**config.mk**
```make
export PLATFORM = sky130hd
export DESIGN_NAME = pwr_timeout_ctrl
export DESIGN_NICKNAME = d
export VERILOG_FILES = /design/src/rtl/pt_pkg.sv /design/src/rtl/pt_prescaler.sv /design/src/rtl/pt_timeout_cnt.sv /design/src/rtl/pt_ctrl_reg.sv /design/src/rtl/pwr_timeout_ctrl.sv
export SDC_FILE = /design/constraint.sdc
export NUM_CORES = 1
export LEC_CHECK = 0
export BUFFER_PORTS_ARGS = -buffer_cell sky130_fd_sc_hd__buf_4
export CORE_MARGIN = 5
export CORE_UTILIZATION = 55
export DETAILED_ROUTE_END_ITERATION = 6
export GPL_ROUTABILITY_DRIVEN = 0
export HOLD_SLACK_MARGIN = 0.15
export PLACE_DENSITY = 0.75
export SETUP_SLACK_MARGIN = 0.1
export SYNTH_ARGS = -nofsm -noshare
export SYNTH_HDL_FRONTEND = slang
export SYNTH_SLANG_ARGS = --single-unit
export TNS_END_PERCENT = 5
```
**constraint.sdc**
```tcl
create_clock -name clk_i -period 4.85 [get_ports clk_i]
set_clock_uncertainty 0.2 [all_clocks]
set_input_delay 0 -clock clk_i [delete_from_list [all_inputs] [get_ports clk_i]]
set_output_delay 0 -clock clk_i [all_outputs]
set_load 0.005 [all_outputs]
```
**src/rtl/pt_pkg.sv**
```systemverilog
package pt_pkg;
  localparam int unsigned CTRL_PON_BIT = 0;
  localparam int unsigned CTRL_POL_BIT = 1;
  localparam logic SEL_CTRL = 1'b0;
  localparam logic SEL_TC   = 1'b1;
endpackage

```
**src/rtl/pt_prescaler.sv**
```systemverilog
module pt_prescaler #(
  parameter int unsigned PRESC_W = 17
) (
  input  logic clk_i,
  input  logic rst_ni,
  input  logic clr_i,
  output logic tick_o
);
  logic [PRESC_W-1:0] pre_q;

  always_ff @(posedge clk_i or negedge rst_ni) begin
    if (!rst_ni)    pre_q <= '0;
    else if (clr_i) pre_q <= '0;
    else            pre_q <= pre_q + 1'b1;
  end

  assign tick_o = &pre_q;

  p_presc_wrap_r6: assert property (@(posedge clk_i) disable iff (!rst_ni)
    tick_o |=> (pre_q == '0));
endmodule

```
**src/rtl/pt_timeout_cnt.sv**
```systemverilog
module pt_timeout_cnt #(
  parameter int unsigned CNT_W = 8
) (
  input  logic             clk_i,
  input  logic             rst_ni,
  input  logic             clr_i,
  input  logic             tick_i,
  input  logic [CNT_W-1:0] tc_i,
  output logic             reach_o,
  output logic             expired_o
);
  logic [CNT_W-1:0] cnt_q;
  logic [CNT_W:0]   cnt_inc;

  assign cnt_inc   = {1'b0, cnt_q} + 1'b1;
  assign expired_o = (cnt_q == tc_i);
  // counter steps onto terminal count this edge
  assign reach_o   = tick_i && !expired_o && (cnt_inc == {1'b0, tc_i});

  always_ff @(posedge clk_i or negedge rst_ni) begin
    if (!rst_ni)                    cnt_q <= '0;
    else if (clr_i)                 cnt_q <= '0;
    else if (tick_i && !expired_o)  cnt_q <= cnt_inc[CNT_W-1:0];
  end

  p_cnt_bound_r9: assert property (@(posedge clk_i) disable iff (!rst_ni)
    cnt_q <= tc_i);
  p_cnt_hold_r9: assert property (@(posedge clk_i) disable iff (!rst_ni)
    (expired_o && !clr_i) |=> $stable(cnt_q));
endmodule

```
**src/rtl/pt_ctrl_reg.sv**
```systemverilog
module pt_ctrl_reg
  import pt_pkg::*;
#(
  parameter int unsigned DATA_W = 8
) (
  input  logic              clk_i,
  input  logic              rst_ni,
  input  logic              wr_ctrl_i,
  input  logic              wr_tc_i,
  input  logic [DATA_W-1:0] wr_data_i,
  input  logic              hw_pm_i,
  input  logic              act_i,
  input  logic              reach_i,
  output logic              pon_o,
  output logic              pol_o,
  output logic [DATA_W-1:0] tc_o
);
  logic pon_q, pol_q, pon_d, tc_zero;
  logic [DATA_W-1:0] tc_q;

  assign tc_zero = (tc_q == '0);

  always_comb begin
    pon_d = pon_q;
    if (wr_ctrl_i) pon_d = wr_data_i[CTRL_PON_BIT];
    if (hw_pm_i) begin
      if (tc_zero)      pon_d = 1'b0;
      else if (act_i)   pon_d = 1'b1;
      else if (reach_i) pon_d = 1'b0;
    end
  end

  always_ff @(posedge clk_i or negedge rst_ni) begin
    if (!rst_ni) begin
      pon_q <= 1'b0;
      pol_q <= 1'b0;
      tc_q  <= '0;
    end else begin
      pon_q <= pon_d;
      if (wr_ctrl_i) pol_q <= wr_data_i[CTRL_POL_BIT];
      if (wr_tc_i)   tc_q  <= wr_data_i;
    end
  end

  assign pon_o = pon_q;
  assign pol_o = pol_q;
  assign tc_o  = tc_q;

  p_sw_hold_r4: assert property (@(posedge clk_i) disable iff (!rst_ni)
    (!hw_pm_i && !wr_ctrl_i) |=> $stable(pon_q));
  p_act_on_r5: assert property (@(posedge clk_i) disable iff (!rst_ni)
    (hw_pm_i && act_i && !tc_zero) |=> pon_q);
  p_expire_off_r6: assert property (@(posedge clk_i) disable iff (!rst_ni)
    (hw_pm_i && reach_i && !act_i) |=> !pon_q);
  p_zero_off_r7: assert property (@(posedge clk_i) disable iff (!rst_ni)
    (hw_pm_i && tc_zero) |=> !pon_q);
endmodule

```
**src/rtl/pwr_timeout_ctrl.sv**
```systemverilog
module pwr_timeout_ctrl
  import pt_pkg::*;
#(
  parameter int unsigned PRESC_W = 17,
  parameter int unsigned DATA_W  = 8
) (
  input  logic              clk_i,
  input  logic              rst_ni,
  input  logic              wr_en_i,
  input  logic              wr_sel_i,
  input  logic [DATA_W-1:0] wr_data_i,
  input  logic              rd_sel_i,
  output logic [DATA_W-1:0] rd_data_o,
  input  logic              io_access_i,
  input  logic              ring_req_i,
  input  logic              hw_pm_i,
  output logic              pwr_pin_o
);
  logic wr_ctrl, wr_tc, act, clr, tick, reach, expired, pon, pol;
  logic [DATA_W-1:0] tc;

  assign wr_ctrl = wr_en_i && (wr_sel_i == SEL_CTRL);
  assign wr_tc   = wr_en_i && (wr_sel_i == SEL_TC);
  assign act     = io_access_i || ring_req_i;
  assign clr     = act || wr_tc;

  pt_prescaler #(.PRESC_W(PRESC_W)) u_presc (
    .clk_i(clk_i), .rst_ni(rst_ni), .clr_i(clr), .tick_o(tick));

  pt_timeout_cnt #(.CNT_W(DATA_W)) u_cnt (
    .clk_i(clk_i), .rst_ni(rst_ni), .clr_i(clr), .tick_i(tick),
    .tc_i(tc), .reach_o(reach), .expired_o(expired));

  pt_ctrl_reg #(.DATA_W(DATA_W)) u_regs (
    .clk_i(clk_i), .rst_ni(rst_ni), .wr_ctrl_i(wr_ctrl), .wr_tc_i(wr_tc),
    .wr_data_i(wr_data_i), .hw_pm_i(hw_pm_i), .act_i(act), .reach_i(reach),
    .pon_o(pon), .pol_o(pol), .tc_o(tc));

  always_comb begin
    rd_data_o = '0;
    if (rd_sel_i == SEL_TC) rd_data_o = tc;
    else begin
      rd_data_o[CTRL_PON_BIT] = pon;
      rd_data_o[CTRL_POL_BIT] = pol;
    end
  end

  assign pwr_pin_o = pon ^ pol;

  p_expired_off_r9: assert property (@(posedge clk_i) disable iff (!rst_ni)
    (hw_pm_i && $past(hw_pm_i) && expired && $past(expired) && !$past(act)
     && !$past(wr_en_i) && !$past(pon)) |-> !pon);
endmodule

```
* Yosys cells after proc, flatten, opt, wreduce, memory -nomap -nowiden
Index checks and enable logic that the tools add are counted.
** Word-level totals
- Bits in registers :: 35
- Bits in latches :: 0
- RAM bits :: 0
- Memory bits (read-only) :: 0
- Bits of input ports :: 16
- Output and inout port bits :: 9
- Word-level logic and storage cells :: 31
- Memories :: 0
** Operators by class
- Add/sub/neg operators :: 2
- Multipliers :: 0
- Divide/modulo/power cells :: 0
- Order comparisons :: 0
- Equality and inequality tests :: 2
- Shift operators :: 0
- Muxes and demuxes :: 10
- Bitwise operators :: 2
- Reduce and logical (&&, ||, !) cells :: 10
** Operators with widths (number)
- 17-bit by 1-bit adder with 17-bit output (second input constant) :: 1
- 17-bit 2-to-1 mux :: 1
- 17-bit AND reduction :: 1
- 8-bit 2-to-1 mux :: 2
- 8-bit by 1-bit adder with 9-bit output (second input constant) :: 1
- 9-bit by 8-bit == test with 1-bit output :: 1
- 8-bit == test :: 1
- 8-bit zero test :: 1
- 6-bit 2-to-1 mux :: 1
- 1-bit 2-to-1 mux :: 5
- 1-bit logical AND :: 4
- 1-bit logical OR :: 2
- 2-bit 2-to-1 mux :: 1
- 2-bit nonzero test :: 1
- 1-bit zero test :: 1
- 1-bit inverter :: 1
- 1-bit bitwise XOR :: 1

* Logic depth before layout (Yosys ltp)
- Depth after elaboration :: 8
- Depth in mapped cells :: 8
- Depth with buffers taken out :: 8

* Hierarchy
A second synthesis with hierarchy kept.
** Second synthesis, totals
- Cell total of the unflattened synthesis :: 197
- Area, all modules :: 2014.4 um2
** Modules (own cells, without submodules)
- pt_prescaler :: instances 1, cells an instance 82, area an instance 845.8 um2, seq. area each 425.4 um2
- pt_timeout_cnt :: instances 1, cells an instance 76, area an instance 668.1 um2, seq. area each 200.2 um2
- pt_ctrl_reg :: instances 1, cells an instance 26, area an instance 404.1 um2, seq. area each 250.2 um2
- pwr_timeout_ctrl :: instances 1, cells an instance 13, area an instance 96.3 um2, seq. area each 0.0 um2

* Least setup slack after synthesis
OpenSTA, ideal clock, no wires.
- Path kind :: flip-flop to flip-flop
- Start :: register u_presc.pre_q[0]
- End :: register u_cnt.cnt_q[1]
- Setup time :: 132 ps
- Data arrival time :: 1888 ps
- Data required time :: 4518 ps
- Setup slack :: 2630 ps
- Cell stages (with the launch flop) :: 9
- Buffers on the path :: 0
- Period minus slack after synthesis :: 2220 ps
- Cell sequence :: dfrtp_1 > ha_1 > nand4_1 > nor3_1 > and4_1 > ha_1 > o21ai_1 > mux2i_1 > nor2_1
** Between the ends
- Word-level cells in the longest chain between the ends :: 3
** Ends and longest elaborated chain
- from (decl) :: RTL line pt_prescaler.sv:9 : logic [PRESC_W-1:0] pre_q;
- from (signal assigned) :: RTL line pt_prescaler.sv:14 : else pre_q <= pre_q + 1'b1;
- 17-bit AND reduction :: RTL line pt_prescaler.sv:17 : assign tick_o = &pre_q;
- 1-bit logical AND :: RTL line pt_timeout_cnt.sv:23 : else if (tick_i && !expired_o) cnt_q <= cnt_inc[CNT_W-1:0];
- 2-bit nonzero test (no line)
- to (signal assigned) :: RTL line pt_timeout_cnt.sv:23
- to (decl) :: RTL line pt_timeout_cnt.sv:12 : logic [CNT_W-1:0] cnt_q;
Every way passes these cells.
A chain may end at the register's enable or synchronous reset.

* Worst setup path after layout
- Start :: register u_presc.pre_q[0]
- End :: register u_regs.pon_q, in the netlist u_regs.pon_o
** Between the ends
- Word-level cells in the longest chain between the ends :: 7
** Ends and longest elaborated chain
- 17-bit AND reduction :: RTL line pt_prescaler.sv:17
- 1-bit logical AND (2 in series) :: RTL line pt_timeout_cnt.sv:18 : assign reach_o = tick_i && !expired_o && (cnt_inc == {1'b0, tc_i});
- 1-bit 2-to-1 mux :: RTL line pt_ctrl_reg.sv:29 : else if (reach_i) pon_d = 1'b0;
- 1-bit 2-to-1 mux :: RTL line pt_ctrl_reg.sv:28 : else if (act_i) pon_d = 1'b1;
- 1-bit 2-to-1 mux :: RTL line pt_ctrl_reg.sv:27 : if (tc_zero) pon_d = 1'b0;
- 1-bit 2-to-1 mux :: RTL line pt_ctrl_reg.sv:26 : if (hw_pm_i) begin
- net u_regs.pon_d :: RTL line pt_ctrl_reg.sv:18 : logic pon_q, pol_q, pon_d, tc_zero;
- to (signal assigned) :: RTL line pt_ctrl_reg.sv:39 : pon_q <= pon_d;
- to (decl) :: RTL line pt_ctrl_reg.sv:18
The timed path passes the listed nets, and every way through them passes these cells.

==> flow_summary.toml <==
[power]
cellPowerDensity_nw_per_um2 = 252.8
leakage_nw = 1.049
peakVddDrop_mv = 0.1725

[sta]
relSlewSlack = 0.4976
finalCriticalPeriod_ns = 3.136
fin_crit_sh = 0.6466
fmax_ghz = 0.3189
setup_violations = 0
fin_ws_ns = 1.714
tightest_slew_ns = 0.7518
whs_ns = 0.2352
maxSlewViolCount = 0
fin_setup_tns_ns = 0
finalHoldViolCount = 0
rsz0062_at_grt = "false"

[clock_tree]
cts-root-buf = "clkbuf_4"
clkSinkCount = 35
cts_tree = "built"
clockBufferDepth = 2
insertion_delay_ns = 0.35
cts.clk_slew.worst_paths_ns = 0.11
htree_levels = 2
cts-buffers-inserted = 5

[grt]
grt_start_max_net_pins = 36
grt_util_met3 = 0.04783
grt_pass1_wl_um = 8086
antenna_found_initial = 0
gr-usage-met2 = 0.3549
grt_pass1_vias = 1703
top_usage_layer = "met2"
grtUsageTotal = 0.2109
use_met1 = 0.2493
grt_overflow_total = 0

[placement]
dp_hpwl_um = 3004
place_ws_ns = 2.300
port_buffers = 24

[setup_path]
cp_max_fo = 7
ff2ff_setup_slack_ns = 1.71
critPathRequiredTime_ns = 4.89
r2r_cells = 9
critPathCapture = "u_regs.pon_o"
worstSetupPathType = "register to register"
cp-end-kind = "register"
critPathLaunch = "u_presc.pre_q[0]"
r2r-end = "u_regs.pon_o"
r2r_start = "u_presc.pre_q[0]"
worst_setup_path_start_kind = "register"
arrival_ns = 3.17

[final_layout]
antennaDiodeCount = 0
drive_gt1_frac = 0.1870
fin_util = 0.7344
mostFrequentLayoutCells = "dfrtp_1, nor2_1, buf_4"
fillCellCount = 237
finalNetCount = 264
syn2layout_area_growth_pct = 27.85
layout_commonest_cell = "dfrtp_1"

[route]
final_antenna_net_count = 0
wl_per_cell_um = 16.74
first_pass_iters = 4
drc = 0
viasPerCell = 5.753
wirelength_um = 4888
num_vias = 1680
drt_iter0_drc = 197

[yosys]
syn-num-nets = 215
synth_flop_cell = "dfrtp_1"
synth_area_sq_um = 1932
synth-async-reset-ratio = 1.000
ys.warnings.count = 0
yosysUniqueCellTypes = 34
ys_ff_latch = 35
synth_edf_count = 0
yosysSeqAreaShare = 0.4534
netlist_instances = 196
synth_area_per_cell_sq_um = 9.856

[worst_hold_path]
holdPathStages = 3
min_path_type = "input pin to register"
hp-start = "wr_data_i[4]"

[floorplan]
rows = 21
initial_core_util = 0.5744
die_area_sq_um = 4798
core_area_sq_um = 3363
die_h_um = 69.27
io_pins = 25
die_w_um = 69.27

[flow_run]
cap_violations = 0

[run_status]
status = "finished clean"
==> cells by family (layout without fill, tap and decap cells) <==
family                     after synthesis  after routing  share of synthesized area
AOI/OAI and AO/OA                       21             21                    0.06931
xor gates and xnor gates                32             32                     0.1451
and+or+nand+nor                         82             82                     0.2189
muxes                                   13             13                    0.07448
adders and majority gates                3              3                    0.01943
buffers and inverters                   10             60                    0.01943
DFF                                     35             35                     0.4534
==> final cells by class <==
type | count | area [sq um] | share of cell area
Clock buffer | 7 | 65.06 | 0.02634
Clock inverter | 1 | 7.507 | 0.003040
Inverter | 4 | 15.01 | 0.006079
Multi-Input combinational cell | 151 | 1018 | 0.4124
Sequential cell | 35 | 875.8 | 0.3546
Tap cell | 46 | 57.56 | 0.02330
Timing Repair Buffer | 48 | 430.4 | 0.1743
==> what timing repair did <==
item,in CTS,in global routing
endpoints found under the hold margin,51,0
setup buffers,0,0
resized for setup,0,0
hold buffers,24,0
==> routing by layer <==
layer	part of all wire	vias up
li1	-	776
met1	0.40	833
met2	0.52	53
met3	0.043	18
met4	0.036	0
met5	0	-
==> state kept, by name (all words and copies together), names as in the netlist <==
register and flops:
u_presc.pre_q 17, u_cnt.cnt_q 8, u_regs.tc_o 8, u_regs.pol_o 1
u_regs.pon_o 1
==> worst max-delay path: stages, from the launching register on <==
cell and delay (ns):
dfrtp_1 0.42, ha_1 0.25, nand4_1 0.14, nor3_1 0.43
and4_1 0.27, ha_1 0.27, o21ai_1 0.19, nor2_1 0.18
a31oi_1 0.10, dlygate4sd3_1 0.57
==> cells in the mapped netlist, drive strengths merged, types with 2 or more instances <==
cell	number	area, sq um
a21oi	4	20.02
and2	8	50.05
and3	6	37.54
and4	2	17.52
clkbuf	5	18.77
dfrtp	35	875.8
ha	3	37.54
inv	4	15.01
mux2	11	123.9
mux2i	2	20.02
nand2	10	37.54
nand3	9	45.04
nand4	4	31.28
nor2	29	108.9
nor2b	2	12.51
nor3	2	10.01
nor4	2	12.51
o211ai	5	37.54
o21ai	7	35.03
or3	4	25.02
xnor2	15	131.4
xor2	17	148.9
==> power by group <==
group / total [mW] / internal, mW / switching, mW
sequential: 0.324 / 0.304 / 0.0204
combinational: 0.111 / 0.0651 / 0.0461
clock: 0.189 / 0.0847 / 0.104
==> worst min path at each step <==
| stage | to | slack, ns |
|---|---|---|
| 6_report | u_regs.tc_o[4] | 0.24 |
| 5_1_grt | u_regs.tc_o[4] | 0.22 |
| 4_1_cts | u_regs.tc_o[4] | 0.22 |
| 3_5_place_dp | u_cnt.cnt_q[6] | -0.22 |
| 3_3_place_gp | u_cnt.cnt_q[4] | -0.23 |
| 2_1_floorplan | u_cnt.cnt_q[0] | -0.50 |
==> through the flow <==
| step | std cells | cell area (sq um) | power (mW) |
|---|---|---|---|
| floorplan | 196 | 1932 | 0.3719 |
| global placement | 260 | 2147 | 0.4127 |
| detailed placement | 260 | 2147 | 0.4151 |
| CTS | 292 | 2470 | 0.6221 |
| global route | 292 | 2470 | 0.6538 |
| finish | 292 | 2470 | 0.6243 |
(Power assumes the default switching activity.)
